`src/rtl/qr_pkg.sv`:
```
package qr_pkg;

  typedef enum logic [1:0] {
    ST_OFF_SUP  = 2'd0,
    ST_OFF_WAIT = 2'd1,
    ST_ON       = 2'd2
  } qrState_t;

  // strobes from control to the timer datapath
  typedef struct packed {
    logic offRun;
    logic onRun;
  } qrStrobe_t;

  // qualified timer results back to control
  typedef struct packed {
    logic supDone;
    logic offMax;
    logic blankOver;
    logic onMax;
    logic shortQual;
  } qrFlags_t;

endpackage

```
`src/rtl/qr_timer_path.sv`:
```
module qr_timer_path
  import qr_pkg::*;
#(
  parameter int SUP_LONG  = 10,
  parameter int SUP_SHORT = 4,
  parameter int OFF_MAX   = 40,
  parameter int LEB       = 3,
  parameter int ON_MAX    = 24,
  parameter int SPIKE     = 5
) (
  input  logic      clk,
  input  logic      rstN,
  input  qrStrobe_t strobe,
  input  logic      zcAbove,
  input  logic      shortTrip,
  output qrFlags_t  flags
);

  localparam int OW = $clog2(OFF_MAX + 1);
  localparam int NW = $clog2(ON_MAX + 1);
  localparam int SW = $clog2(SPIKE + 1);

  localparam logic [OW-1:0] LONG_M1  = OW'(SUP_LONG - 1);
  localparam logic [OW-1:0] SHORT_M1 = OW'(SUP_SHORT - 1);
  localparam logic [OW-1:0] OFF_M1   = OW'(OFF_MAX - 1);
  localparam logic [NW-1:0] LEB_V    = NW'(LEB);
  localparam logic [NW-1:0] ON_M1    = NW'(ON_MAX - 1);
  localparam logic [SW-1:0] SPIKE_M1 = SW'(SPIKE - 1);

  logic [OW-1:0] offCnt;
  logic [NW-1:0] onCnt;
  logic [SW-1:0] shortRun;
  logic [OW-1:0] supLimit;

  // off-time counter: index of current low cycle
  always_ff @(posedge clk or negedge rstN) begin
    if (!rstN) begin
      offCnt <= '0;
    end else if (strobe.offRun && offCnt != OFF_M1) begin
      offCnt <= offCnt + 1'b1;
    end else if (!strobe.offRun) begin
      offCnt <= '0;
    end
  end

  // on-time counter: index of current high cycle
  always_ff @(posedge clk or negedge rstN) begin
    if (!rstN) begin
      onCnt <= '0;
    end else if (strobe.onRun && onCnt != ON_M1) begin
      onCnt <= onCnt + 1'b1;
    end else if (!strobe.onRun) begin
      onCnt <= '0;
    end
  end

  // consecutive-sample qualifier for the short-winding comparator
  always_ff @(posedge clk or negedge rstN) begin
    if (!rstN) begin
      shortRun <= '0;
    end else if (!shortTrip) begin
      shortRun <= '0;
    end else if (shortRun != SPIKE_M1) begin
      shortRun <= shortRun + 1'b1;
    end
  end

  always_comb begin
    supLimit        = zcAbove ? SHORT_M1 : LONG_M1;
    flags.supDone   = (offCnt >= supLimit);
    flags.offMax    = (offCnt >= OFF_M1);
    flags.blankOver = (onCnt >= LEB_V);
    flags.onMax     = (onCnt >= ON_M1);
    flags.shortQual = shortTrip && (shortRun == SPIKE_M1);
  end

  AST_OFF_IN_RANGE: assert property (@(posedge clk) disable iff (!rstN)
    offCnt <= OFF_M1);
  AST_ON_IN_RANGE: assert property (@(posedge clk) disable iff (!rstN)
    onCnt <= ON_M1);
  AST_SHORT_QUAL_NEEDS_RUN: assert property (@(posedge clk) disable iff (!rstN)
    !shortTrip |=> !flags.shortQual || (SPIKE == 1));

endmodule

```
`src/rtl/qr_seq_ctrl.sv`:
```
module qr_seq_ctrl
  import qr_pkg::*;
#(
  parameter int CW = 4
) (
  input  logic          clk,
  input  logic          rstN,
  input  qrFlags_t      flags,
  input  logic [CW-1:0] zcCount,
  input  logic [CW-1:0] valleyTarget,
  input  logic          pwmTrip,
  input  logic          curLimTrip,
  output qrStrobe_t     strobe,
  output logic          gateOut,
  output logic          faultOut,
  output logic          zcClr
);

  qrState_t state, nextState;
  logic     valleyOk;
  logic     turnOn;
  logic     turnOff;
  logic     faultNext;

  always_comb begin
    valleyOk  = (zcCount >= valleyTarget);
    turnOn    = valleyOk || flags.offMax;
    turnOff   = (flags.blankOver && (pwmTrip || curLimTrip)) || flags.onMax;
    faultNext = faultOut || flags.shortQual;

    nextState = state;
    if (faultNext) begin
      nextState = ST_OFF_SUP;
    end else begin
      case (state)
        ST_OFF_SUP: begin
          if (flags.supDone) nextState = turnOn ? ST_ON : ST_OFF_WAIT;
        end
        ST_OFF_WAIT: begin
          if (turnOn) nextState = ST_ON;
        end
        ST_ON: begin
          if (turnOff) nextState = ST_OFF_SUP;
        end
        default: nextState = ST_OFF_SUP;
      endcase
    end

    strobe.offRun = (nextState != ST_ON) && (state != ST_ON) && !faultNext;
    strobe.onRun  = (nextState == ST_ON) && (state == ST_ON);
  end

  always_ff @(posedge clk or negedge rstN) begin
    if (!rstN) begin
      state    <= ST_OFF_SUP;
      gateOut  <= 1'b0;
      faultOut <= 1'b0;
      zcClr    <= 1'b0;
    end else begin
      state    <= nextState;
      gateOut  <= (nextState == ST_ON);
      faultOut <= faultNext;
      zcClr    <= gateOut && (nextState != ST_ON);
    end
  end

  AST_SUPPRESS_HOLD: assert property (@(posedge clk) disable iff (!rstN)
    (state == ST_OFF_SUP && !flags.supDone) |=> !gateOut);
  AST_BLANK_MIN_ON: assert property (@(posedge clk) disable iff (!rstN)
    (gateOut && !flags.blankOver && !flags.onMax && !flags.shortQual && !faultOut)
      |=> gateOut);
  AST_FAULT_GATE_LOW: assert property (@(posedge clk) disable iff (!rstN)
    faultOut |-> !gateOut);
  AST_FAULT_STICKY: assert property (@(posedge clk) disable iff (!rstN)
    faultOut |=> faultOut);
  AST_CLR_AT_FALL: assert property (@(posedge clk) disable iff (!rstN)
    $fell(gateOut) |-> zcClr);
  AST_CLR_SINGLE: assert property (@(posedge clk) disable iff (!rstN)
    zcClr |=> !zcClr);

endmodule

```
`src/rtl/qr_gate_ctrl.sv`:
```
module qr_gate_ctrl
  import qr_pkg::*;
#(
  parameter int SUP_LONG  = 10,
  parameter int SUP_SHORT = 4,
  parameter int OFF_MAX   = 40,
  parameter int LEB       = 3,
  parameter int ON_MAX    = 24,
  parameter int SPIKE     = 5,
  parameter int CW        = 4
) (
  input  logic          clk,
  input  logic          rstN,
  input  logic          zcAbove,
  input  logic          pwmTrip,
  input  logic          curLimTrip,
  input  logic          shortTrip,
  input  logic [CW-1:0] zcCount,
  input  logic [CW-1:0] valleyTarget,
  output logic          gateOut,
  output logic          faultOut,
  output logic          zcClr
);

  qrStrobe_t strobe;
  qrFlags_t  flags;

  qr_timer_path #(
    .SUP_LONG (SUP_LONG),
    .SUP_SHORT(SUP_SHORT),
    .OFF_MAX  (OFF_MAX),
    .LEB      (LEB),
    .ON_MAX   (ON_MAX),
    .SPIKE    (SPIKE)
  ) timer_i (
    .clk      (clk),
    .rstN     (rstN),
    .strobe   (strobe),
    .zcAbove  (zcAbove),
    .shortTrip(shortTrip),
    .flags    (flags)
  );

  qr_seq_ctrl #(
    .CW(CW)
  ) ctrl_i (
    .clk         (clk),
    .rstN        (rstN),
    .flags       (flags),
    .zcCount     (zcCount),
    .valleyTarget(valleyTarget),
    .pwmTrip     (pwmTrip),
    .curLimTrip  (curLimTrip),
    .strobe      (strobe),
    .gateOut     (gateOut),
    .faultOut    (faultOut),
    .zcClr       (zcClr)
  );

endmodule

```
`config.mk`:
```
export PLATFORM = sky130hd
export DESIGN_NAME = qr_gate_ctrl
export DESIGN_NICKNAME = d
export VERILOG_FILES = /design/src/rtl/qr_pkg.sv /design/src/rtl/qr_timer_path.sv /design/src/rtl/qr_seq_ctrl.sv /design/src/rtl/qr_gate_ctrl.sv
export SDC_FILE = /design/constraint.sdc
export NUM_CORES = 1
export LEC_CHECK = 0
export BUFFER_PORTS_ARGS = -buffer_cell sky130_fd_sc_hd__buf_2
export CORE_AREA = 2 2 42 60
export CTS_BUF_LIST = sky130_fd_sc_hd__clkbuf_4
export DETAILED_ROUTE_END_ITERATION = 7
export DIE_AREA = 0 0 44 62
export MAX_ROUTING_LAYER = met4
export PLACE_DENSITY_LB_ADDON = 0.05
export SLEW_MARGIN = 20
export SYNTH_ARGS = -nofsm -noshare
export SYNTH_HDL_FRONTEND = slang
export SYNTH_SLANG_ARGS = --single-unit
```
`constraint.sdc`:
```
create_clock -name clk -period 2.5 [get_ports clk]
set_input_delay 0.125 -clock clk [delete_from_list [all_inputs] [get_ports clk]]
set_output_delay 0.125 -clock clk [all_outputs]
set_load 0.02 [all_outputs]
```
After elaboration in Yosys (flattened, before gate mapping)
Cells that the tools add are included.
W data, S select, Z words.
{"block": "totals", "memories": 0, "register_bits": 19, "latch_bits": 0, "rom_bits": 0, "wordCells": 54, "mem_bits_rw": 0, "input_bits": 14}
{"block": "classes", "n_addsub": 3, "bitwise_logic": 0, "n_shift": 0, "n_eq_ne": 12, "reduce_logical": 14, "n_mux": 13, "multipliers": 0, "n_lt_le_gt_ge": 5, "div": 0}
{"op": "$mux W6", "n": 2}
{"op": "$mux W2", "n": 5}
{"op": "$mux W5", "n": 2}
{"op": "$logic_and A1 B1 Y1", "n": 8}
{"op": "$ne A2 B2 Y1 const B", "n": 4}
{"op": "$add A6 B1 Y6 const B", "n": 1}
{"op": "$ge A6 B6 Y1", "n": 1}
{"op": "$ge A6 B6 Y1 const B", "n": 1}
{"op": "$mux W3", "n": 2}
{"op": "$ne A6 B6 Y1 const B", "n": 1}
{"op": "$pmux W2 S3", "n": 1}
{"op": "$add A5 B1 Y5 const B", "n": 1}
{"op": "$ge A5 B2 Y1 const B", "n": 1}
{"op": "$ge A5 B5 Y1 const B", "n": 1}
{"op": "$ne A5 B5 Y1 const B", "n": 1}
{"op": "$eq A2 B2 Y1 const B", "n": 2}
{"op": "$ge A4 B4 Y1", "n": 1}
{"op": "$logic_or A1 B1 Y1", "n": 4}
{"op": "$mux W4", "n": 1}
{"op": "$add A3 B1 Y3 const B", "n": 1}
{"op": "$eq A3 B3 Y1 const B", "n": 1}
{"op": "$ne A3 B3 Y1 const B", "n": 1}
{"op": "$eq A2 B1 Y1 const B", "n": 1}
{"op": "$logic_not A2 Y1", "n": 1}
{"op": "2 further kinds", "n": 2}

Logic depth before layout (Yosys ltp)
Gate-level depths: netlist (run 1).
{"block": "logic_depth", "word_depth": 11, "ltp_mapped": 7}

Hierarchy
From an unflattened synthesis (run 1), not the netlist that was laid out.
{"block": "hier_totals", "hier_cells": 111, "area_unflattened_um2": 1123.6}
{"module": "qr_timer_path", "area_each_um2": 797.0, "seq_area_each_um2": 350.3, "cells_per_inst": 79, "instances": 1}
{"module": "qr_seq_ctrl", "area_each_um2": 326.6, "seq_area_each_um2": 125.1, "cells_per_inst": 32, "instances": 1}

Worst setup path before layout (run 1)
No wires, ideal clock.
{"block": "synth_timing", "kind": "reg2reg", "startpoint": "reg timer_i.offCnt[0]", "endpoint": "reg timer_i.offCnt[2]", "setup_time_ps": 80, "path_buffers": 0, "path_stages_with_launch": 7, "synth_period_minus_slack_ps": 1912, "setup_slack_ps": 588, "required_time_ps": 2420, "t_arrival_ps": 1832, "path_cell_list": "dfrtp_1 ha_1 a211o_1 a221oi_2 o21ai_2 a221o_2 nor3_2"}
{"block": "synth_between", "elab_chain_cells": 11, "word_cells_on_any_way": 16, "classes_between": "add/sub (1); order compare (2); eq/ne (3); mux (6); reduce/logical (4)"}
{"item": "start: declaration", "line": "qr_timer_path.sv:30", "text": "logic [OW-1:0] offCnt;"}
{"item": "start signal: assignment", "line": "qr_timer_path.sv:40", "text": "offCnt <= offCnt + 1'b1;"}
{"item": "$ge A6 B6 Y1", "line": "qr_timer_path.sv:71", "text": "flags.offMax = (offCnt >= OFF_M1);"}
{"item": "$logic_or A1 B1 Y1", "line": "qr_seq_ctrl.sv:27", "text": "turnOn = valleyOk || flags.offMax;"}
{"item": "$mux W2 (2 in a row)", "line": "qr_seq_ctrl.sv:37", "text": "if (flags.supDone) nextState = turnOn ? ST_ON : ST_OFF_WAIT;"}
{"item": "$pmux W2 S3", "line": "qr_seq_ctrl.sv:35", "text": "case (state)"}
{"item": "$mux W2", "line": "qr_seq_ctrl.sv:32", "text": "if (faultNext) begin"}
{"item": "$ne A2 B2 Y1", "line": "qr_seq_ctrl.sv:49", "text": "strobe.offRun = (nextState != ST_ON) && (state != ST_ON) && !faultNext;"}
{"item": "$logic_and A1 B1 Y1 (2 in a row)", "line": "qr_seq_ctrl.sv:49"}
{"item": "$logic_and A1 B1 Y1", "line": "qr_timer_path.sv:39", "text": "end else if (strobe.offRun && offCnt != OFF_M1) begin"}
{"item": "$ne A2 B2 Y1 (no line) or $mux W6 (tied branches)"}
Parallel ways exist; a longest one is shown, timed or not.
A chain may end at the register's enable or synchronous reset.

Worst setup path in the final report (run 1)
Same ends and word-level chain as after synthesis.

==> flow_metrics.tcl, run 1 <==
set metrics [dict create \
    ys.flop_type "dfrtp_1" \
    wl_per_cell_um 12.4 \
    cts.sinks 19 \
    die-area_sq_um 2730 \
    rsz0062_at_grt "no" \
    cts_buffer_depth 2 \
    final-setup-viol-count 0 \
    crit_required_ps 2730 \
    syn-mean-instance-area_sq_um 9.94 \
    hpwl_um 1490 \
    yosys.area_share.simple_pct 18.7 \
    worst_clock_skew_ps 6.05 \
    io_buffers 16 \
    synth_top_family_by_area "simple AND/OR/NAND/NOR gates" \
    yosysWarnings 0 \
    drt_iter0_markers 7 \
    fin_setup_tns_ps 0 \
    vias_per_cell 5.44 \
    cpMaxStageDelayCell "dfrtp_1" \
    die_h_um 62 \
    core-area_sq_um 2260 \
    crit_chain "ha_1 -> a211o_1 -> a221oi_2 -> o21ai_2 -> a221o_2 -> nor3_2" \
    placed_cells 146 \
    areaGrowthSynthToFinish_pct 13.8 \
    end_kind "register" \
    antenna_left 0 \
    cp_slowest_stage_delay_ps 430 \
    syn_nets 131 \
    netlist_area_sq_um 1060 \
    synth-adder-area-share_pct 11.8 \
    gp_congestion 0.800 \
    fin_nets 153 \
    p_leak_nw 0.607 \
    diodes 0 \
    drt_pass1_iterations 3 \
    layout_setup_ws_ps 467 \
    reg2reg_from "timer_i.offCnt[0]" \
    finalHoldViolations 0 \
    grt-ovfl-total 0 \
    antenna_found_initial 0 \
    ys_ff_latch 19 \
    crit_cells 6 \
    stdcell_count 151 \
    clk_pin_slew_ps 100 \
    worst_slew_pin_slew_ps 723 \
    grt_pass1_vias 790 \
    io_pins 17 \
    initial_utilization_pct 47.1 \
    critPathBufInv 0 \
    cp_max_fo 6 \
    seq_area_frac_synth_pct 44.7 \
    critPathKind "register to register" \
    slew_violations 0 \
    startpoint "timer_i.offCnt[0]" \
    whs_path_depth 3 \
    max_freq_mhz 492 \
    hp-class "input port to register" \
    crit_path_start_kind "register" \
    pre_cts_slack_ps 466 \
    synthArstFlopShare_pct 100 \
    synthCells 107 \
    final_common_cell "dfrtp_1" \
    p_per_area_nw_per_um2 687 \
    critPathTopFamily "compound AO/OA/AOI/OAI gates" \
    cts_buffers 3 \
    grt_max_degree 20 \
    synth-edff-count 0 \
    ys_types 31 \
    num_rows 21 \
    max-vdd-ir-drop_mv 0.326 \
    drive_gt1_share_pct 23.4 \
    rr_worst_depth 6 \
    grt_pass1_wl_um 3390 \
    drc 0 \
    status "completed" \
    vias 821 \
    arrival_ps 2270 \
    muxShareOfSynthArea_pct 0.941 \
    cts_tree "yes" \
    drt-total-wl_um 1870 \
    synth_xor_xnor_area_share_pct 5.76 \
    htree_levels 1 \
    drv_cap 0 \
    max-slew-margin-rel_pct 51.1 \
    die_width_um 44 \
    clock-root-buffer "clkbuf_4" \
    clock_latency_ps 300 \
    final_cell_mix "dfrtp_1, buf_2, nor2_1, inv_1, ha_1" \
    grtUsageTotal_pct 17.6 \
    post-route-period-util_pct 81.3 \
    synth-compound-area-share_pct 14.6 \
    fin_crit_ps 2030 \
    worstHoldStart "shortTrip" \
]
-- cells by family (layout without fill, tap and decap cells) --
group,after synthesis,after routing
buf+inv,10,31
fa+ha+maj,10,10
mux,1,1
simple gates,40,40
xor+xnor,7,7
flops,19,19
compound gates,20,20
-- what timing repair did --
action / in CTS / in global routing
buffers inserted: 0 / 0
hold endpoints to repair: 19 / 0
hold buffers: 1 / 0
gates resized for setup: 0 / 0
-- per-layer routing --
layer,global-route usage [%],up-vias,wire (um)
li1,-,417,-
met1,20.0,386,808
met2,30.5,13,957
met3,1.73,5,48
met4,9.09,0,53
met5,-,-,0
-- cell type report --
class | count | area [sq um]
Fill cell | 216 | 1050
Multi-Input combinational cell | 78 | 551
Sequential cell | 19 | 475
Timing Repair Buffer | 17 | 90.1
Inverter | 10 | 37.5
Tap cell | 23 | 28.8
Clock buffer | 3 | 22.5
Clock inverter | 1 | 5.00
-- Yosys cell counts, drive strengths merged (2+ instances only) --
cell | number | area (sq um)
nand3 | 5 | 25.0
dfrtp | 19 | 475
and2 | 2 | 12.5
xnor2 | 3 | 26.3
inv | 10 | 37.5
nand2b | 2 | 12.5
nor3 | 2 | 15.0
xor2 | 4 | 35.0
ha | 10 | 125
nand2 | 9 | 33.8
a22o | 2 | 20.0
a21oi | 7 | 35.0
nor2 | 13 | 48.8
nor4 | 3 | 18.8
o21ai | 2 | 13.8
-- worst reg2reg max path, stage by stage, from the launching register on --
cell	delay, ps
dfrtp_1	430
ha_1	250
a211o_1	310
a221oi_2	250
o21ai_2	120
a221o_2	420
nor3_2	180
-- final timing paths --
path,end,slack (ps)
max,timer_i.offCnt[2],470
min,timer_i.shortRun[2],80
max reg2reg,timer_i.offCnt[2],470
min reg2reg,ctrl_i.zcClr,490
max in group asynchronous,timer_i.onCnt[2],1920
min in group asynchronous,timer_i.onCnt[4],280
-- report_power, final --
group | total [mW] | switching (mW) | internal, mW
Sequential | 0.398 | 0.0414 | 0.357
Clock | 0.151 | 0.0914 | 0.0597
Combinational | 0.282 | 0.165 | 0.116
Total | 0.831 | 0.298 | 0.533
-- registers in the layout, summed over array words and instances, names as in the netlist --
register / cells
ctrl_i.state: 2
ctrl_i.zcClr: 1
timer_i.onCnt: 5
ctrl_i.faultOut: 1
timer_i.shortRun: 3
ctrl_i.gateOut: 1
timer_i.offCnt: 6
-- metrics by stage --
| step | power [mW] | hold WS (ps) | utilization [%] | cell area (sq um) |
|---|---|---|---|---|
| after global routing | 0.888 | 99.0 | 53.5 | 1210 |
| after global placement | 0.672 | 83.8 | 51.9 | 1170 |
| after floorplan | 0.598 | -171 | - | 1060 |
| after CTS | 0.845 | 81.9 | 53.5 | 1210 |
| final | 0.831 | 82.4 | 53.5 | 1210 |
| after detailed placement | 0.685 | 83.8 | 51.9 | 1170 |
Note: power is estimated with default switching activity, not from simulation.
==> run 2: changes to the inputs <==
clock period = 2.1 ns   (was 2.5 ns; I/O delays follow)
==> flow_metrics.tcl, run 2 (same netlist as run 1, synthesis figures left out) <==
set metrics [dict create \
    arrival_ps 2240 \
    die-area_sq_um 2730 \
    gp_congestion 0.776 \
    status "completed" \
    grt_max_degree 20 \
    p_per_area_nw_per_um2 822 \
    max-slew-margin-rel_pct 62.7 \
    post-route-period-util_pct 96.5 \
    clk_pin_slew_ps 100 \
    grt_pass1_vias 756 \
    diodes 0 \
    cts_tree "yes" \
    initial_utilization_pct 47.1 \
    vias 823 \
    die_h_um 62 \
    critPathKind "register to register" \
    worst_clock_skew_ps 2.26 \
    largest_reg_flops 6 \
    wl_per_cell_um 12.5 \
    p_leak_nw 0.631 \
    drt-total-wl_um 1950 \
    antenna_found_initial 0 \
    place_area_sq_um 1180 \
    cpMaxStageDelayCell "a221o_2" \
    hp-class "input port to register" \
    cp_max_fo 6 \
    crit_required_ps 2320 \
    drv_cap 0 \
    clock_latency_ps 290 \
    final_common_cell "dfrtp_1" \
    die_width_um 44 \
    io_buffers 16 \
    grt-ovfl-total 0 \
    cts_buffer_depth 2 \
    whs_path_depth 2 \
    drive_gt1_share_pct 27.1 \
    fin_crit_ps 2030 \
    hpwl_um 1470 \
    areaGrowthSynthToFinish_pct 17.8 \
    htree_levels 1 \
    worst_slew_pin_slew_ps 559 \
    crit_chain "ha_2 -> a211o_1 -> a221oi_2 -> o21ai_2 -> a221o_2 -> nor3_2" \
    grt_pass1_wl_um 3240 \
    crit_path_start_kind "register" \
    max-vdd-ir-drop_mv 0.475 \
    utilization_pct 55.4 \
    vias_per_cell 5.28 \
    regMostFlops "timer_i.offCnt" \
    final-setup-viol-count 0 \
    drt_iter0_markers 25 \
    rr_worst_depth 6 \
    end_kind "register" \
    drc 0 \
    core-area_sq_um 2260 \
    fin_nets 158 \
    final_cell_mix "dfrtp_1, buf_2, nor2_1, inv_1" \
    critPathBufInv 0 \
    clock-root-buffer "clkbuf_4" \
    top_regs "timer_i.offCnt x6, timer_i.onCnt x5, timer_i.shortRun x3" \
    rrSetupSlack_ps 70 \
    grtUsageTotal_pct 16.5 \
    cts.sinks 19 \
    final_area_sq_um 1250 \
    cp_slowest_stage_delay_ps 440 \
    cts_buffers 3 \
    slew_violations 0 \
    antenna_left 0 \
    finalHoldViolations 0 \
    critPathTopFamily "compound AO/OA/AOI/OAI gates" \
    max_freq_mhz 493 \
    fillers 222 \
    io_pins 17 \
    crit_cells 6 \
    drt_pass1_iterations 4 \
    num_rows 21 \
]
run 2: cell count changes in the layout (fill, tap and decap cells not counted):
cell | before | now
buf_4 | 0 | 5
ha_2 | 0 | 1
clkbuf_4 | 3 | 4
ha_1 | 10 | 9
clkinv_2 | 1 | 0
run 2: worst reg2reg max path: cells and delay by family, from the launching register on:
kind	cells	cell delay, ps
AOI/OAI and AO/OA	4	1120
adders and majority gates	1	220
DFF	1	420
and+or+nand+nor	1	190
run 2: stage by stage:
stage / hold slack [ps] / TNS (ps) / setup WS, ps / power (mW) / cells
2_1_floorplan: -191 / 0 / 188 / 0.712 / 107
3_5_place_dp: 70.1 / 0 / 82.5 / 0.813 / 147
5_1_grt: 82.8 / -12.8 / -12.8 / 1.11 / 156
6_report: 83.8 / 0 / 73.5 / 1.03 / 156
4_1_cts: 78.2 / 0 / 37.4 / 1.01 / 152
3_3_place_gp: 65.0 / 0 / 116 / 0.801 / 147
run 2: report_power, final:
part | total [mW] | switching [mW] | internal [mW]
registers | 0.472 | 0.0474 | 0.425
logic | 0.365 | 0.202 | 0.163
clock network | 0.192 | 0.105 | 0.0866
total | 1.03 | 0.355 | 0.674
run 2: metal layers:
| layer | global-route usage (%) | up-vias | routed length (um) |
|---|---|---|---|
| met5 | - | - | 0 |
| met1 | 19.7 | 377 | 874 |
| met2 | 27.7 | 18 | 997 |
| li1 | - | 426 | - |
| met4 | 6.49 | 0 | 23 |
| met3 | 2.60 | 2 | 57 |
run 2: repair_timing:
item | 4_1_cts | 5_1_grt
endpoints found under the setup margin | 0 | 1
hold buffers | 1 | 0
setup buffers | 0 | 4
resized for setup | 0 | 1
hold endpoints to repair | 19 | 0
run 2: final timing paths:
kind,from,endpoint
max,timer_i.offCnt[0],timer_i.offCnt[2]
min,shortTrip,timer_i.shortRun[0]
max reg2reg,timer_i.offCnt[0],timer_i.offCnt[2]
min reg2reg,ctrl_i.gateOut,ctrl_i.zcClr
max in group asynchronous,rstN,timer_i.shortRun[1]
min in group asynchronous,rstN,timer_i.onCnt[3]
run 2: cell type report:
| class | instances | area, sq um | share of cell area [%] |
|---|---|---|---|
| multi-input cells | 78 | 553 | 44.2 |
| well taps | 23 | 28.8 | 2.30 |
| repair buffers | 22 | 128 | 10.2 |
| inverters | 10 | 37.5 | 3.00 |
| flip-flops and latches | 19 | 475 | 38.0 |
| clock buffers | 4 | 30.0 | 2.40 |
==> run 3: changes to the inputs <==
CAP_MARGIN = 10   (was unset)
CORE_AREA = 2 2 44 62   (was 2 2 42 60)
CTS_CLUSTER_DIAMETER = 120   (was unset)
DIE_AREA = 0 0 46 64   (was 0 0 44 62)
SYNTH_HIERARCHICAL = 1   (was unset)
==> flow_metrics.tcl, run 3 <==
set metrics [dict create \
    ys_ff_latch 19 \
    io_buffers 16 \
    htree_levels 1 \
    initial_utilization_pct 47.5 \
    reg2reg_from "timer_i/offCnt[1]" \
    r2r_end "timer_i/offCnt[1]" \
    grt_pass1_wl_um 3590 \
    fin_crit_ps 2030 \
    grt_pass1_vias 906 \
    top_regs "timer_i/offCnt x6, timer_i/onCnt x5, timer_i/shortRun x3" \
    vias 892 \
    die_h_um 64 \
    drt-total-wl_um 1930 \
    p_leak_nw 0.702 \
    finalHoldViolations 0 \
    max-vdd-ir-drop_mv 0.467 \
    crit_path_start_kind "register" \
    final-setup-viol-count 0 \
    place_area_sq_um 1280 \
    cts_tree "yes" \
    antenna_left 0 \
    final_common_cell "dfrtp_1" \
    num_rows 21 \
    seq_area_frac_synth_pct 42.3 \
    netlist_area_sq_um 1120 \
    clk_pin_slew_ps 120 \
    synthArstFlopShare_pct 100 \
    cpMaxStageDelayCell "dfrtp_1" \
    worst_slew_pin_slew_ps 427 \
    max-slew-margin-rel_pct 71.5 \
    p_per_area_nw_per_um2 790 \
    areaGrowthSynthToFinish_pct 17.5 \
    cts_setup_buffers 0 \
    end_kind "register" \
    drt_iter0_markers 19 \
    cts_buffer_depth 2 \
    grt_max_degree 20 \
    io_pins 17 \
    grtUsageTotal_pct 16.9 \
    gp_congestion 0.794 \
    startpoint "timer_i/offCnt[1]" \
    vias_per_cell 5.54 \
    final_cell_mix "dfrtp_1, buf_2, ha_1, inv_1, nand2_1" \
    arrival_ps 2250 \
    die_width_um 46 \
    fillers 232 \
    die-area_sq_um 2940 \
    status "completed" \
    cp_slowest_stage_delay_ps 390 \
    ys_types 36 \
    drv_cap 0 \
    rsz0062_at_grt "yes" \
    drive_gt1_share_pct 24.6 \
    crit_chain "ha_1 -> a211o_1 -> a2111o_1 -> nor2_2 -> nor2_1 -> a21oi_2 -> buf_4 -> nand2_1 -> mux2i_1" \
    clock_latency_ps 300 \
    grt-ovfl-total 0 \
    critPathKind "register to register" \
    cts_buffers 3 \
    drt_pass1_iterations 4 \
    wl_per_cell_um 12.0 \
    synth_top_area_cell "dfrtp_1" \
    worst_clock_skew_ps 13.7 \
    clock-root-buffer "clkbuf_4" \
    rrSetupSlack_ps 70 \
    post-route-period-util_pct 96.9 \
    utilization_pct 55.8 \
    regMostFlops "timer_i/offCnt" \
    endpoint "timer_i/offCnt[1]" \
    hpwl_um 1510 \
    crit_required_ps 2310 \
    largest_reg_flops 6 \
    antenna_found_initial 0 \
    synth_area_leaders "dfrtp_1, ha_1, xnor2_1" \
    hp-class "input port to register" \
    core-area_sq_um 2360 \
    cp_max_fo 4 \
    ys_top_cells_by_count "dfrtp_1, ha_1, inv_1, nand2_1" \
    netlist.area_leader.share_pct 42.3 \
    cts.sinks 19 \
    fin_nets 163 \
    drc 0 \
    diodes 0 \
    synthCells 111 \
    synth.most_common_cell "dfrtp_1" \
    yosysWarnings 6 \
    syn_nets 135 \
    max_freq_mhz 491 \
    syn-mean-instance-area_sq_um 10.1 \
    ys.flop_type "dfrtp_1" \
    rr_worst_depth 9 \
    synth-edff-count 0 \
    final_area_sq_um 1320 \
    slew_violations 0 \
]
run 3: cell count changes after synthesis, moves of 3 or more:
cell     before  now
nor2_1       13    3
xor2_1        4    1
a21o_1        0    3
a21oi_1       7    2
o21ai_0       1    5
run 3: through the flow:
| step | power (mW) | setup TNS [ps] | hold WS [ps] | setup slack [ps] | cells |
|---|---|---|---|---|---|
| after floorplan | 0.728 | 0 | -191 | 11.3 | 111 |
| after global placement | 0.850 | 0 | 70.1 | 71.4 | 156 |
| after detailed placement | 0.865 | 0 | 74.1 | 40.8 | 156 |
| after CTS | 1.06 | 0 | 52.1 | 19.0 | 161 |
| after global routing | 1.14 | -273 | 43.2 | -87.0 | 161 |
| final | 1.04 | 0 | 59.4 | 65.2 | 161 |
run 3: kinds of logic (layout without fill, tap and decap cells):
logic type	after synthesis	count (layout)	share of synthesized area, %
mux	3	3	2.67
simple gates	42	42	23.1
buf+inv	10	37	4.01
fa+ha+maj	10	10	11.1
xor+xnor	5	5	3.90
flops	19	19	42.3
compound gates	22	22	12.9
run 3: where the power goes:
part,leakage (nW),internal (mW),switching (mW)
Combinational,0.426,0.185,0.202
Sequential,0.258,0.424,0.0477
Clock,0.0177,0.0708,0.113
Total,0.702,0.680,0.363
run 3: cell type report:
class | instances | area, sq um | share of cell area [%]
multi-input combinational | 82 | 612 | 46.4
sequential | 19 | 475 | 36.0
timing repair buffer | 24 | 143 | 10.8
inverter | 9 | 33.8 | 2.56
tap | 23 | 28.8 | 2.18
clock buffer | 3 | 22.5 | 1.71
clock inverter | 1 | 5.00 | 0.379
run 3: timing repair:
item,in CTS,in global routing
gates resized for setup,0,2
hold buffers,1,0
endpoints found under the hold margin,19,0
endpoints found under the setup margin,0,5
run 3: worst min path at each step:
stage | start | end | slack, ps | cells after the start
global placement | rstN | timer_i/offCnt[0] | 70 | 1
floorplan | rstN | ctrl_i/faultOut | -190 | 0
global route | shortTrip | timer_i/shortRun[2] | 40 | 3
detailed placement | rstN | timer_i/offCnt[1] | 70 | 1
finish | shortTrip | timer_i/shortRun[0] | 60 | 2
CTS | shortTrip | timer_i/shortRun[0] | 50 | 2
run 3: per-layer routing:
metal | vias to the layer above | routed length, um | share of wire [%] | track usage [%]
met5 | - | 0 | 0 | -
met4 | 0 | 20 | 1.0 | 7.50
met3 | 2 | 56 | 2.9 | 3.39
met2 | 14 | 996 | 52 | 27.3
met1 | 424 | 854 | 44 | 19.5
li1 | 452 | - | - | -
run 3: worst max-delay path: cells and delay by family (launching register included):
family / cells / cell delay, ps
buffers and inverters: 1 / 140
adder cells (fa/ha/maj): 1 / 290
multiplexers: 1 / 140
flip-flops: 1 / 390
AO/OA/AOI/OAI: 3 / 780
AND/OR/NAND/NOR: 3 / 230
